$ cat src/rtl/ptw_pkg.sv
package ptw_pkg;
    localparam int ENT_PRESENT_BIT = 0;
    localparam int ENT_READ_BIT    = 1;
    localparam int ENT_WRITE_BIT   = 2;

    typedef enum logic [2:0] {
        ST_IDLE,
        ST_L1_ISSUE,
        ST_L1_WAIT,
        ST_L2_ISSUE,
        ST_L2_WAIT,
        ST_REPORT
    } walk_state_t;

    typedef enum logic [1:0] {
        FLT_NONE = 2'd0,
        FLT_PAGE = 2'd1,
        FLT_BUS  = 2'd2
    } fault_kind_t;
endpackage

$ cat src/rtl/ptw_entry_eval.sv
module ptw_entry_eval
    import ptw_pkg::*;
(
    input  logic [2:0] entry_lo,
    input  logic       is_write,
    output logic       present,
    output logic       access_ok
);
    always_comb begin
        present   = entry_lo[ENT_PRESENT_BIT];
        access_ok = present &&
                    (is_write ? entry_lo[ENT_WRITE_BIT] : entry_lo[ENT_READ_BIT]);
    end
endmodule

$ cat src/rtl/ptw_fetch_addr.sv
module ptw_fetch_addr #(
    parameter int VA_W  = 32,
    parameter int IDX_W = 10,
    parameter int OFF_W = 12
) (
    input  logic            second_level,
    input  logic [VA_W-1:0] dir_base,
    input  logic [VA_W-1:1] l1_entry_hi,
    input  logic [VA_W-1:0] vaddr,
    output logic [VA_W-1:0] fetch_addr
);
    localparam int L2_LO = OFF_W;
    localparam int L1_LO = OFF_W + IDX_W;

    logic [IDX_W-1:0] idx1;
    logic [IDX_W-1:0] idx2;
    logic [VA_W-1:0]  table_base;
    logic [VA_W-1:0]  offset_bytes;

    always_comb begin
        idx1         = vaddr[L1_LO +: IDX_W];
        idx2         = vaddr[L2_LO +: IDX_W];
        table_base   = second_level ? {l1_entry_hi, 1'b0} : dir_base;
        offset_bytes = second_level ? VA_W'({idx2, 2'b00}) : VA_W'({idx1, 2'b00});
        fetch_addr   = table_base + offset_bytes;
    end
endmodule

$ cat src/rtl/ptw_fsm.sv
module ptw_fsm
    import ptw_pkg::*;
(
    input  logic        clk,
    input  logic        rst_n,
    input  logic        req_valid,
    input  logic        mem_req_ready,
    input  logic        mem_rsp_valid,
    input  logic        l1_continue,
    output walk_state_t state,
    output logic        req_ready,
    output logic        mem_req_valid,
    output logic        second_level,
    output logic        res_valid,
    output logic        cap_req,
    output logic        cap_l1,
    output logic        finish
);
    walk_state_t state_nx;

    always_comb begin
        state_nx = state;
        unique case (state)
            ST_IDLE:     if (req_valid)     state_nx = ST_L1_ISSUE;
            ST_L1_ISSUE: if (mem_req_ready) state_nx = ST_L1_WAIT;
            ST_L1_WAIT:  if (mem_rsp_valid) state_nx = l1_continue ? ST_L2_ISSUE : ST_REPORT;
            ST_L2_ISSUE: if (mem_req_ready) state_nx = ST_L2_WAIT;
            ST_L2_WAIT:  if (mem_rsp_valid) state_nx = ST_REPORT;
            ST_REPORT:                      state_nx = ST_IDLE;
            default:                        state_nx = ST_IDLE;
        endcase
    end

    always_ff @(posedge clk or negedge rst_n) begin
        if (!rst_n) state <= ST_IDLE;
        else        state <= state_nx;
    end

    always_comb begin
        req_ready     = (state == ST_IDLE);
        mem_req_valid = (state == ST_L1_ISSUE) || (state == ST_L2_ISSUE);
        second_level  = (state == ST_L2_ISSUE) || (state == ST_L2_WAIT);
        res_valid     = (state == ST_REPORT);
        cap_req       = (state == ST_IDLE) && req_valid;
        cap_l1        = (state == ST_L1_WAIT) && mem_rsp_valid;
        finish        = ((state == ST_L1_WAIT) || (state == ST_L2_WAIT)) &&
                        mem_rsp_valid && (state_nx == ST_REPORT);
    end
endmodule

$ cat src/rtl/ptw_walker.sv
module ptw_walker
    import ptw_pkg::*;
#(
    parameter int VA_W  = 32,
    parameter int IDX_W = 10,
    parameter int OFF_W = 12
) (
    input  logic            clk,
    input  logic            rst_n,
    input  logic            req_valid,
    output logic            req_ready,
    input  logic [VA_W-1:0] req_vaddr,
    input  logic            req_is_write,
    input  logic [VA_W-1:0] dir_base,
    output logic            mem_req_valid,
    input  logic            mem_req_ready,
    output logic [VA_W-1:0] mem_req_addr,
    input  logic            mem_rsp_valid,
    input  logic [VA_W-1:0] mem_rsp_data,
    input  logic            mem_rsp_err,
    output logic            res_valid,
    output logic [VA_W-1:0] res_paddr,
    output logic [1:0]      res_fault_kind,
    output logic [VA_W-1:0] res_fault_addr,
    output logic            res_fault_write
);
    localparam int FRAME_W = VA_W - OFF_W;

    walk_state_t     state;
    logic            second_level;
    logic            cap_req;
    logic            cap_l1;
    logic            finish;
    logic            ent_present;
    logic            ent_access_ok;
    logic            l1_continue;
    logic [VA_W-1:0] vaddr_q;
    logic [VA_W-1:0] base_q;
    logic [VA_W-1:0] l1_q;
    logic            wr_q;
    fault_kind_t     kind_q;
    logic [VA_W-1:0] paddr_q;
    fault_kind_t     kind_nx;

    ptw_fsm u_fsm (
        .clk           (clk),
        .rst_n         (rst_n),
        .req_valid     (req_valid),
        .mem_req_ready (mem_req_ready),
        .mem_rsp_valid (mem_rsp_valid),
        .l1_continue   (l1_continue),
        .state         (state),
        .req_ready     (req_ready),
        .mem_req_valid (mem_req_valid),
        .second_level  (second_level),
        .res_valid     (res_valid),
        .cap_req       (cap_req),
        .cap_l1        (cap_l1),
        .finish        (finish)
    );

    ptw_fetch_addr #(.VA_W(VA_W), .IDX_W(IDX_W), .OFF_W(OFF_W)) u_addr (
        .second_level (second_level),
        .dir_base     (base_q),
        .l1_entry_hi  (l1_q[VA_W-1:1]),
        .vaddr        (vaddr_q),
        .fetch_addr   (mem_req_addr)
    );

    ptw_entry_eval u_eval (
        .entry_lo  (mem_rsp_data[2:0]),
        .is_write  (wr_q),
        .present   (ent_present),
        .access_ok (ent_access_ok)
    );

    always_comb begin
        l1_continue = !mem_rsp_err && ent_present;
        if (mem_rsp_err)
            kind_nx = FLT_BUS;
        else if (second_level ? !ent_access_ok : !ent_present)
            kind_nx = FLT_PAGE;
        else
            kind_nx = FLT_NONE;
    end

    always_ff @(posedge clk or negedge rst_n) begin
        if (!rst_n) begin
            vaddr_q <= '0;
            base_q  <= '0;
            l1_q    <= '0;
            wr_q    <= 1'b0;
            kind_q  <= FLT_NONE;
            paddr_q <= '0;
        end else begin
            if (cap_req) begin
                vaddr_q <= req_vaddr;
                base_q  <= dir_base;
                wr_q    <= req_is_write;
            end
            if (cap_l1)
                l1_q <= mem_rsp_data;
            if (finish) begin
                kind_q  <= kind_nx;
                paddr_q <= (kind_nx == FLT_NONE) ?
                           {mem_rsp_data[VA_W-1 -: FRAME_W], vaddr_q[OFF_W-1:0]} : '0;
            end
        end
    end

    always_comb begin
        res_paddr       = paddr_q;
        res_fault_kind  = kind_q;
        res_fault_addr  = (kind_q != FLT_NONE) ? vaddr_q : '0;
        res_fault_write = (kind_q != FLT_NONE) && wr_q;
    end
endmodule

$ cat config.mk
export PLATFORM = sky130hd
export DESIGN_NAME = ptw_walker
export DESIGN_NICKNAME = d
export VERILOG_FILES = /design/src/rtl/ptw_pkg.sv /design/src/rtl/ptw_entry_eval.sv /design/src/rtl/ptw_fetch_addr.sv /design/src/rtl/ptw_fsm.sv /design/src/rtl/ptw_walker.sv
export SDC_FILE = /design/constraint.sdc
export NUM_CORES = 1
export LEC_CHECK = 0
export BUFFER_PORTS_ARGS = -buffer_cell sky130_fd_sc_hd__buf_2
export CAP_MARGIN = 20
export CORE_MARGIN = 2
export CORE_UTILIZATION = 34
export DETAILED_ROUTE_END_ITERATION = 6
export PLACE_DENSITY = 0.58
export SLEW_MARGIN = 20
export SYNTH_ARGS = -nofsm -noshare
export SYNTH_HDL_FRONTEND = slang
export SYNTH_SLANG_ARGS = --single-unit
$ cat constraint.sdc
create_clock -name clk -period 5.79 [get_ports clk]
set_input_delay 0.2895 -clock clk [delete_from_list [all_inputs] [get_ports clk]]
set_output_delay 0.2895 -clock clk [all_outputs]
set_load 0.02 [all_outputs]
## Word level (Yosys, flattened, before mapping)

Cells that the tools add are included.

| word-level totals | value |
|---|---|
| output and inout port bits | 102 |
| input bits | 103 |
| word-level logic and storage cells | 45 |
| flip-flop bits (word level) | 134 |

| operators by class | value |
|---|---|
| equality and inequality tests | 6 |
| muxes and demuxes | 15 |
| add/subtract/negate cells | 1 |
| reductions and logical operators | 16 |

Operators with widths:

| operator | number |
|---|---|
| 32-bit two-way mux | 3 |
| 32-bit adder | 1 |
| 3-bit two-way mux | 6 |
| 3-bit case mux with 5 select lines | 1 |
| 12-bit two-way mux | 1 |
| 3-bit equality test (second input constant) | 3 |
| 1-bit logical AND | 7 |
| 3-bit by 2-bit equality test with 1-bit output (second input constant) | 2 |
| 3-bit by 1-bit equality test with 1-bit output (second input constant) | 1 |
| 1-bit zero test | 3 |
| 3-bit zero test | 1 |
| 1-bit logical OR | 3 |
| 1-bit two-way mux | 3 |
| 2-bit zero test | 1 |
| 2-bit two-way mux | 1 |
| 2-bit nonzero test | 1 |

## Logic depth before layout (Yosys ltp)

Gate-level depths: netlist of the first run.

| depth | value |
|---|---|
| word-level depth | 8 |
| depth in mapped cells | 20 |
| gate-level depth less buffers | 15 |

## Hierarchy

From an unflattened synthesis of the first run, not the netlist that was laid out.

| unflattened totals | value |
|---|---|
| cell total of the unflattened synthesis | 549 |
| area total of the unflattened synthesis | 6,890.4 um^2 |

By module, submodules not included:

| module | area each (um^2) | seq. area each (um^2) | cells each | instances |
|---|---|---|---|---|
| ptw_walker | 5,098.6 | 3,253.1 | 322 | 1 |
| ptw_fetch_addr | 1,495.2 | 0.0 | 195 | 1 |
| ptw_fsm | 272.8 | 75.1 | 29 | 1 |
| ptw_entry_eval | 23.8 | 0.0 | 3 | 1 |

## Least setup slack after synthesis of the first run

No wires, ideal clock.

| timing path | value |
|---|---|
| path kind | register to output |
| start | register u_fsm.state[1] |
| end | output port mem_req_addr[20] |
| path buffers | 5 |
| stages on the path, launching flop included | 21 |
| data arrival time | 4,189 ps |
| slack | 1,312 ps |
| data required time | 5,501 ps |
| path through | dfrtp_1 buf_6 nand2b_4 or2b_1 buf_4 buf_2 nand2_1 buf_1 buf_2 mux2_2 ha_1 inv_1 fa_1 nor2b_1 o31a_1 o21ai_0 a21boi_0 nor2_1 or2_1 nor4_1 xnor2_1 |

| on the way | value |
|---|---|
| cells in the longest elaborated chain, start to end | 4 |
| elaborated cells between the ends (all ways) | 6 |
| those cells by class | add/sub (1); eq/ne (2); mux (2); reduce/logical (1) |

RTL lines:

| what | line | source |
|---|---|---|
| start: declaration | ptw_fsm.sv:10 | `output walk_state_t state,` |
| start signal: assignment | ptw_fsm.sv:36 | `else state <= state_nx;` |
| 3-bit by 2-bit equality test with 1-bit output / 3-bit equality test (equally long branches) | ptw_fsm.sv:42 | `second_level = (state == ST_L2_ISSUE) \|\| (state == ST_L2_WAIT);` |
| 1-bit logical OR * | ptw_fsm.sv:42 |  |
| 32-bit two-way mux / 12-bit two-way mux (equally long branches) | ptw_fetch_addr.sv:23, ptw_fetch_addr.sv:24 |  |
| 32-bit adder * | ptw_fetch_addr.sv:25 | `fetch_addr = table_base + offset_bytes;` |
| end: declaration | ptw_walker.sv:17 | `output logic [VA_W-1:0] mem_req_addr,` |

Every way passes the cells marked *; elsewhere a longest branch is shown, timed or not.

## Worst setup path after layout of the first run

| timing path | value |
|---|---|
| start | register u_fsm.state[2] |
| end | output port mem_req_addr[22] |

The elaborated chain is that of the path after synthesis.

==> metrics.md, run 1 <==
| Metric | Value |
|---|---|
| PortBufs | 204 |
| Die X | 145 um |
| VDD IR max | 0.383 mV |
| Final period utilization | 92.3% |
| Drt first pass iters | 5 |
| Worst-skew pair later-pin latency | 420 ps |
| R2r startpoint | u_fsm.state[2] |
| # DRC | 0 |
| Total core area | 19500 um2 |
| Share of cells above drive strength 1 | 47.6% |
| WP data arrival | 5060 ps |
| H-tree Lvls | 4 |
| Die height | 145 um |
| WP buf/inv | 3 |
| Area share of the largest cell type after synthesis | 49.0% |
| Top Family by Delay on Critical Path | simple AND/OR/NAND/NOR gates |
| Largest net degree at the start of global routing | 76 |
| GR Layer Usage met2 | 28.2% |
| Yosys reg bits | 133 |
| Vias in the first global route | 5334 |
| Grt met3 use | 6.29% |
| Setup Skew | 9.34 ps |
| Critical-path cell list | nand2b_4 -> or2b_1 -> nand2_1 -> buf_12 -> mux2_2 -> ha_1 -> inv_1 -> fa_1 -> nor2b_1 -> o31a_1 -> o21ai_0 -> a21boi_0 -> nor2_1 -> or2_1 -> nor3_1 -> xnor2_1 -> buf_2 |
| Status | finished clean |
| Initial Util | 34.8% |
| Hold Crit Class | in2reg |
| First-pass GRT wire length | 29700 um |
| Final min period | 5350 ps |
| DP Cell Count | 1019 |
| Relative slew slack | 37.6% |
| GRT Total Usage | 17.9% |
| Ys flop type | dfrtp_1 |
| Post-synth EDFFs | 0 |
| Syn nets | 687 |
| Clock sinks | 133 |
| Most frequent cells after synthesis | dfrtp_1, mux2_2, nor2_1, nor2b_1, a22o_1 |
| CTS tree | yes |
| # Post-CTS Setup Buffers | 0 |
| Hold_buf cts | 1 |
| Layer with the highest usage | met2 |
| Overall Power | 0.00639 W |
| RSZ-0062 raised after global routing | false |
| CTS resizes | 0 |
| Root buffer cell | clkbuf_16 |
| Synth unique cells | 50 |
| Via density | 5.00 |
| MaxCap Viol Count | 0 |
| Setup Viol. Count Final | 0 |
| Detailed Place HPWL | 13400 um |
| Clock transition at path regs | 60 ps |
| Fin Setup TNS | 0 ps |
| M1 GR Usage | 23.6% |
| Register area share after synthesis | 49.0% |
| Endpoint class of the critical path | output port |
| Critical path launch point type | flip-flop |
| Rows | 51 |
| Pins Over Slew Limit | 0 |
| Post-place setup slack | 867 ps |
| CP max-delay cell | dfrtp_1 |
| Cell count after synthesis | 573 |
| # IOs | 205 |
| Initial drt markers | 257 |
| PD cells | 731 nW/um2 |
| Hold Path End | base_q[0] |
| Area growth syn-to-layout | 28.8% |
| Required time worst endpoint | 5500 ps |
| Syn avg cell area | 11.9 um2 |
| Largest area contributor in the netlist | dfrtp_1 |
| Vias post-DR | 5256 |
| Leak | 4.04 nW |
| CP max FO | 22 |
| CTS Buf Count | 17 |
| Clock Path Buffers | 2 |
| Yosys warns | 0 |
| Remaining global-route overflow | 0 |
| Initial antenna violation count | 0 |
| Crit path kind | reg2out |
| DIE AREA | 21100 um2 |
| Post-DRT Antenna Nets | 0 |
| Final Hold Viols | 0 |
| Synth area leaders | dfrtp_1, mux2_2, a22o_1 |
| Nets@finish | 888 |
| Most common cell in the netlist | dfrtp_1 |
| R2R Setup Slk | 2340 ps |
| Placer Congestion | 0.791 |
| Slew at the pin closest to its max-slew limit | 934 ps |
| Reg2reg end | res_paddr[19] |
| Max stage delay on crit path | 850 ps |
| Crit path depth | 17 |
| Ant. Diodes | 0 |
| Layout Utilization | 44.8% |
| Fraction of registers with async set/reset | 100% |
| Startpoint of the lowest-slack hold path | dir_base[0] |
| Fmax achieved | 187 MHz |
| Reg2reg path depth | 6 |
| Wire length per cell | 17.6 um |
| Post-Layout Cell Count | 1052 |
| Setup ws final | 444 ps |
| Routed wire length | 18500 um |
| Hold path depth | 3 |
| Syn Std Cell Area | 6790 um2 |
routing by layer:
layer	share of wire (%)	vias to the layer above	wire length, um
li1	-	2477	-
met1	44	2580	8230
met2	47	185	8660
met3	7.8	14	1450
met4	1.0	0	190
met5	0	-	0
report_power, final:
| group | switching, W | total (W) | internal [W] |
|---|---|---|---|
| Clock | 0.000416 | 0.00116 | 0.000744 |
| Sequential | 0.000308 | 0.00167 | 0.00136 |
| Combinational | 0.00208 | 0.00356 | 0.00149 |
logic make-up (layout without fill, tap and decap cells):
logic type / after synthesis / in the layout / share of synthesized area, %
DFF: 133 / 133 / 49.0
buffers and inverters: 42 / 256 / 2.84
adders and majority gates: 11 / 11 / 2.14
muxes: 125 / 125 / 20.6
AOI/OAI and AO/OA: 95 / 95 / 10.2
and+or+nand+nor: 140 / 140 / 11.8
xor gates and xnor gates: 27 / 27 / 3.48
placed cells by master (no fill, tap or decap), types with 16 or more instances in the layout:
master     synthesis  final
nor2_1            39     38
mux2_2           117    117
buf_2              7    203
o21ai_0           18     18
nand2_1           16     16
clkbuf_16          0     17
xnor2_1           16     16
nor2b_1           37     37
dfrtp_1          133    133
a22o_1            32     32
worst min-delay path, delay by kind of cell:
kind,cells,cell delay [ps]
compound gates,1,60
simple gates,1,30
buf+inv,1,80
metrics by stage:
| stage | hold slack, ps | area, um2 |
|---|---|---|
| floorplan | -6.09 | 6790 |
| global placement | 376 | 8090 |
| detailed placement | 370 | 8100 |
| CTS | 63.9 | 8740 |
| global route | 66.5 | 8740 |
| finish | 81.5 | 8740 |
cell type report:
| class | count | area, um2 |
|---|---|---|
| repair buffers | 215 | 1130 |
| clock buffers | 20 | 457 |
| well taps | 265 | 332 |
| fillers | 1885 | 10800 |
| multi-input cells | 398 | 3290 |
| clock inverters | 12 | 176 |
| flip-flops and latches | 133 | 3330 |
| inverters | 9 | 33.8 |
how the worst max path moves through the flow:
stage / startpoint / endpoint / slack, ps
2_1_floorplan: u_fsm.state[1] / mem_req_addr[20] / 1310
3_3_place_gp: u_fsm.state[2] / mem_req_addr[20] / 940
3_5_place_dp: u_fsm.state[2] / mem_req_addr[22] / 870
4_1_cts: u_fsm.state[2] / mem_req_addr[22] / 390
5_1_grt: u_fsm.state[2] / mem_req_addr[20] / 30
6_report: u_fsm.state[2] / mem_req_addr[22] / 440
state kept, by name (all words and copies together), names as in the netlist:
signal          cells
wr_q                1
vaddr_q            32
res_paddr          32
res_fault_kind      2
base_q             32
l1_q               31
u_fsm.state         3
No activity file was read; power rests on OpenSTA's default activity.
==> run 2: changes to the inputs <==
--- a/config.mk
+++ b/config.mk
@@ -8,9 +8,9 @@
 export BUFFER_PORTS_ARGS = -buffer_cell sky130_fd_sc_hd__buf_2
 export CAP_MARGIN = 20
 export CORE_MARGIN = 2
-export CORE_UTILIZATION = 34
+export CORE_UTILIZATION = 52
 export DETAILED_ROUTE_END_ITERATION = 6
-export PLACE_DENSITY = 0.58
+export PLACE_DENSITY = 0.82
 export SLEW_MARGIN = 20
 export SYNTH_ARGS = -nofsm -noshare
 export SYNTH_HDL_FRONTEND = slang
==> constraint.sdc (replaced) <==
create_clock -name clk -period 5.79 [get_ports clk]
set_input_delay 1.158 -clock clk [delete_from_list [all_inputs] [get_ports clk]]
set_output_delay 1.158 -clock clk [all_outputs]
set_load 0.02 [all_outputs]
==> metrics.md, run 2 (synthesis gave the netlist of run 1 again) <==
| Metric | Value |
|---|---|
| Final period utilization | 95.3% (+2.9 points) |
| GRT Total Usage | 26.2% (+8.3 points) |
| Clock Path Buffers | 2 (unchanged) |
| CTS tree | yes |
| Initial antenna violation count | 0 (unchanged) |
| Final Hold Viols | 0 (unchanged) |
| VDD IR max | 0.497 mV (+30%) |
| R2r startpoint | u_fsm.state[1] |
| Post-place setup slack | 478 ps (-389 ps) |
| Required time worst endpoint | 4630 ps (-870 ps) |
| Footprint of the multi-input gates | 3320 um2 (+0.84%) |
| Largest net degree at the start of global routing | 72 (-5.3%) |
| Ant. Diodes | 0 (unchanged) |
| Leak | 4.04 nW (about the same) |
| Vias post-DR | 5450 (+3.7%) |
| Endpoint class of the critical path | output port |
| # IOs | 205 (unchanged) |
| Drt first pass iters | 5 (unchanged) |
| Clock sinks | 133 (unchanged) |
| Final min period | 5520 ps (+170 ps) |
| Register Area | 3330 um2 (about the same) |
| Setup ws final | 273 ps (-170 ps) |
| Area growth syn-to-layout | 26.6% |
| Total core area | 12700 um2 (-35%) |
| Crit path kind | reg2out |
| Status | finished clean |
| CTS Buf Count | 17 (unchanged) |
| First-pass GRT wire length | 28800 um (-2.8%) |
| Fmax achieved | 181 MHz (-3.1%) |
| Pins Over Slew Limit | 0 (unchanged) |
| Startpoint of the lowest-slack hold path | res_paddr[23] |
| Initial Util | 53.6% (+19 points) |
| Grt met3 use | 7.14% (+0.85 points) |
| Placer Congestion | 0.862 (+9.1%) |
| Critical path launch point type | flip-flop |
| Die X | 118 um (-19%) |
| Fillers | 962 (-49%) |
| Wire length per cell | 18.9 um (+7.1%) |
| RSZ-0062 raised after global routing | false |
| Post-DRT Antenna Nets | 0 (unchanged) |
| Worst-skew pair later-pin latency | 410 ps (about the same) |
| Rows | 41 (-20%) |
| Clock transition at path regs | 60 ps (about the same) |
| Vias in the first global route | 5644 (+5.8%) |
| Die height | 118 um (-19%) |
| Detailed Place HPWL | 12800 um (-4.3%) |
| Slew at the pin closest to its max-slew limit | 912 ps (-22.6 ps) |
| Initial drt markers | 302 (+18%) |
| DIE AREA | 14000 um2 (-34%) |
| Setup Skew | 6.90 ps (-2.45 ps) |
| PortBufs | 204 (unchanged) |
| Crit path launch | u_fsm.state[1] |
| Relative slew slack | 39.2% (+1.6 points) |
| Most common cell after layout, fill and taps aside | buf_2 |
| # DRC | 0 (unchanged) |
| CP max FO | 34 (+55%) |
| Via density | 5.69 (+14%) |
| PD cells | 741 nW/um2 (+1.4%) |
| Layer with the highest usage | met2 |
| GR Layer Usage met2 | 42.2% (+14 points) |
| Root buffer cell | clkbuf_16 |
| Hold Crit Class | reg2reg |
| WP data arrival | 4360 ps (-700 ps) |
| H-tree Lvls | 4 (unchanged) |
| Nets@finish | 888 (unchanged) |
| Share of cells above drive strength 1 | 47.8% (+0.12 points) |
| Setup Viol. Count Final | 0 (unchanged) |
| MaxCap Viol Count | 0 (unchanged) |
| M1 GR Usage | 33.2% (+9.6 points) |
| Remaining global-route overflow | 0 (unchanged) |
| Most frequent cells in the layout | buf_2, dfrtp_1, mux2_2 |
| Routed wire length | 18000 um (-2.6%) |
| Fin Setup TNS | 0 ps (unchanged) |
==> run 2: area by class of cell <==
class,count,share of cell area (%)
sequential,133,38.7
multi-input combinational,398,38.6
tap,172,2.50
clock buffer,27,6.09
clock inverter,3,0.757
inverter,9,0.393
timing repair buffer,215,12.9
==> run 2: worst max-delay path, stage by stage (launching register included) <==
cell      delay [ps]
dfrtp_1          370
buf_4            310
nand3b_1         190
nand2_1          160
buf_4            300
mux2_2           210
ha_1             160
inv_1             60
fa_1             420
nor2b_1          170
o31a_1           170
o21ai_0          150
a21boi_2         270
nor2_4           110
or2_1            270
nor4_1           250
xnor2_1          160
buf_2            180
==> run 2: worst paths after layout <==
kind / endpoint / cells after the start / slack [ps]
max: mem_req_addr[20] / 17 / 270
min: res_paddr[23] / 1 / 500
max reg2reg: res_paddr[10] / 7 / 2560
min reg2reg: res_paddr[23] / 1 / 500
max in group asynchronous: u_fsm.state[2] / 2 / 3710
min in group asynchronous: res_paddr[26] / 1 / 720
==> run 2: power by group <==
part / internal (W) / leakage, nW / switching, W
Sequential: 0.00136 / 1.63 / 0.000321
Clock: 0.000697 / 0.290 / 0.000369
Combinational: 0.00150 / 2.11 / 0.00212
Total: 0.00356 / 4.04 / 0.00281
==> run 2: repair_timing <==
action                                  in CTS  in global routing
endpoints found under the setup margin       0                 14
resized for setup                            0                  7
hold buffers                                 0                  0
hold endpoints to repair                     0                  0
setup buffers                                0                  0
==> run 2: metrics by stage <==
| step | std cells | hold slack, ps | cell area [um2] | util, % | power [W] |
|---|---|---|---|---|---|
| after floorplan | 573 | 475 | 6790 | - | 0.00415 |
| after global placement | 927 | 482 | 7980 | 62.9 | 0.00513 |
| after detailed placement | 927 | 487 | 7980 | 62.9 | 0.00524 |
| after CTS | 957 | 502 | 8560 | 67.6 | 0.00634 |
| after global routing | 957 | 517 | 8590 | 67.8 | 0.00674 |
| final | 957 | 499 | 8590 | 67.8 | 0.00637 |
==> run 2: metal layers <==
layer	vias up	wire length, um	part of all wire, %
met5	-	0	0
met4	0	477	2.6
met3	32	1420	7.9
met2	280	8730	48
met1	2669	7430	41
li1	2469	-	-
==> run 3: changes to the inputs <==
--- a/config.mk
+++ b/config.mk
@@ -5,12 +5,13 @@
 export SDC_FILE = /design/constraint.sdc
 export NUM_CORES = 1
 export LEC_CHECK = 0
+export ABC_AREA = 1
 export BUFFER_PORTS_ARGS = -buffer_cell sky130_fd_sc_hd__buf_2
 export CAP_MARGIN = 20
-export CORE_MARGIN = 2
+export CORE_MARGIN = 3
 export CORE_UTILIZATION = 52
 export DETAILED_ROUTE_END_ITERATION = 6
-export PLACE_DENSITY = 0.82
+export PLACE_DENSITY = 0.81
 export SLEW_MARGIN = 20
 export SYNTH_ARGS = -nofsm -noshare
 export SYNTH_HDL_FRONTEND = slang
==> metrics.md, run 3 <==
| Metric | Value |
|---|---|
| GRT Total Usage | 26.4% (+0.24 points) |
| Placer Congestion | 0.896 (+3.9%) |
| RSZ-0062 raised after global routing | false |
| Vias in the first global route | 6227 (+10%) |
| Drt first pass iters | 5 (unchanged) |
| Post-synth EDFFs | 0 (unchanged) |
| Die X | 122 um (+3.2%) |
| Detailed Place HPWL | 13900 um (+8.2%) |
| Layout Utilization | 67.3% (-0.53 points) |
| Endpoint class of the critical path | output port |
| First-pass GRT wire length | 30500 um (+5.6%) |
| Syn avg cell area | 7.74 um2 (-35%) |
| Syn Std Cell Area | 7000 um2 (+3.1%) |
| Design area | 8660 um2 (+0.83%) |
| Hold Crit Class | reg2reg |
| Final period utilization | 90.7% (-4.6 points) |
| Initial Util | 54.4% (+0.79 points) |
| Hold_buf cts | 0 (unchanged) |
| Root buffer cell | clkbuf_16 |
| Total core area | 12900 um2 (+1.6%) |
| Largest net degree at the start of global routing | 86 (+19%) |
| Most frequent cells after synthesis | nand2_1, nor2_1, dfrtp_1, inv_1, nand3_1 |
| Yosys reg bits | 133 (unchanged) |
| DIE AREA | 14900 um2 (+6.5%) |
| Relative slew slack | 34.5% (-4.7 points) |
| Synth area leaders | dfrtp_1, nand2_1, nor2_1 |
| # Post-CTS Setup Buffers | 0 (unchanged) |
| CTS resizes | 0 (unchanged) |
| Remaining global-route overflow | 0 (unchanged) |
| R2r startpoint | u_fsm.state[1] |
| Most common cell in the netlist | nand2_1 |
| Initial antenna violation count | 0 (unchanged) |
| Worst-skew pair later-pin latency | 420 ps (about the same) |
| H-tree Lvls | 4 (unchanged) |
| Via density | 5.10 (-10%) |
| Final min period | 5250 ps (-265 ps) |
| Setup Skew | 5.01 ps (-1.88 ps) |
| Crit path launch | u_fsm.state[2] |
| MaxCap Viol Count | 0 (unchanged) |
| Critical path launch point type | flip-flop |
| Vias post-DR | 6517 (+20%) |
| Share of cells above drive strength 1 | 25.9% (-22 points) |
| Pins Over Slew Limit | 0 (unchanged) |
| PortBufs | 204 (unchanged) |
| WP data arrival | 4090 ps (-270 ps) |
| Area growth syn-to-layout | 23.7% |
| Clock sinks | 133 (unchanged) |
| Hold WS | 470 ps (-29.1 ps) |
| Wire length per cell | 14.9 um (-21%) |
| Fmax achieved | 190 MHz (+5.1%) |
| # IOs | 205 (unchanged) |
| Startpoint of the lowest-slack hold path | res_paddr[20] |
| Largest area contributor in the netlist | dfrtp_1 |
| Clock transition at path regs | 60 ps (about the same) |
| R2R Setup Slk | 3320 ps (+760 ps) |
| Slew at the pin closest to its max-slew limit | 980 ps (+67.8 ps) |
| Area share of the largest cell type after synthesis | 47.5% (-1.5 points) |
| Final Hold Viols | 0 (unchanged) |
| Rows | 41 (unchanged) |
| Required time worst endpoint | 4630 ps (about the same) |
| Clock Path Buffers | 2 (unchanged) |
| Status | finished clean |
| Ys flop type | dfrtp_1 |
| CP max FO | 35 (+2.9%) |
| Setup Viol. Count Final | 0 (unchanged) |
| Fin Setup TNS | 0 ps (unchanged) |
| DP Area | 8110 um2 (+1.7%) |
| Most frequent cells in the layout | nand2_1, buf_2, nor2_1 |
| # DRC | 0 (unchanged) |
| Post-DRT Antenna Nets | 0 (unchanged) |
| Initial drt markers | 540 (+79%) |
| Cell count after synthesis | 905 (+58%) |
| CTS Buf Count | 17 (unchanged) |
| Synth unique cells | 31 (-38%) |
| Crit path kind | reg2out |
| Yosys warns | 0 (unchanged) |
| CTS tree | yes |
| Fraction of registers with async set/reset | 100% (unchanged) |
| Routed wire length | 19000 um (+5.5%) |
| Nets@finish | 1207 (+36%) |
| Register area share after synthesis | 47.5% (-1.5 points) |
| Syn nets | 1019 (+48%) |
| Most common cell after layout, fill and taps aside | nand2_1 |
| Die height | 122 um (+3.2%) |
-- run 3: changes by cell type after synthesis, moves of 11 or more --
cell      previous run  this run
nor2b_1             37         0
nor2_1              39       137
nor3b_1             15         0
nand3_1              7        76
a22o_1              32         1
o221ai_1            13         1
xnor2_1             16         5
nand2_1             16       229
a21oi_1             10        71
mux2_2             117        31
inv_1                9       105
-- run 3: layout make-up --
| class | count | area [um2] |
|---|---|---|
| diodes | 1 | 2.50 |
| well taps | 172 | 215 |
| repair buffers | 210 | 1070 |
| inverters | 106 | 398 |
| clock inverters | 9 | 80.1 |
| flip-flops and latches | 133 | 3330 |
| clock buffers | 22 | 464 |
| multi-input cells | 625 | 3100 |
| fillers | 1116 | 4210 |
-- run 3: kinds of logic after synthesis --
kind of cell             Yosys count  share of synthesized area, %
AND/OR/NAND/NOR                  466                          27.3
multiplexers                      31                          4.99
AO/OA/AOI/OAI                     97                          7.20
XOR/XNOR                          20                          2.50
flip-flops                       133                          47.5
adder cells (fa/ha/maj)           11                          2.07
buffers and inverters            147                          8.42
-- run 3: routing by layer --
metal | up-vias | track usage [%] | part of all wire (%)
li1 | 3219 | - | -
met1 | 3023 | 35.2 | 44
met2 | 245 | 42.0 | 47
met3 | 30 | 7.38 | 7.2
met4 | 0 | 8.75 | 1.8
met5 | - | 0 | 0
-- run 3: path summary, 6_finish.rpt --
path	endpoint	depth (start not counted)
min	res_paddr[20]	2
min reg2reg	res_paddr[20]	2
max in group asynchronous	base_q[12]	2
max	mem_req_addr[16]	16
min in group asynchronous	vaddr_q[7]	1
max reg2reg	vaddr_q[2]	5
-- run 3: through the flow --
stage | worst slack (ps) | instances
floorplan | 1500 | 905
detailed placement | 896 | 1246
global placement | 1050 | 1246
global route | 187 | 1277
CTS | 422 | 1277
finish | 539 | 1278
-- run 3: worst max-delay path, cell delays in order, from the launching register on --
cell and delay (ps):
dfrtp_1 420, inv_1 160, nand3_2 360, nand2_4 440
nand2_1 100, o21ai_0 120, ha_1 260, inv_1 70
fa_1 410, o21ai_0 270, nand3_1 110, nand3b_1 210
nand2_1 70, nand2_1 220, nand3_1 130, xor2_1 140
buf_2 180
Power of run 3 is not shown: default switching activity piles up to over one toggle a cycle in this logic, so the estimate is an artifact.
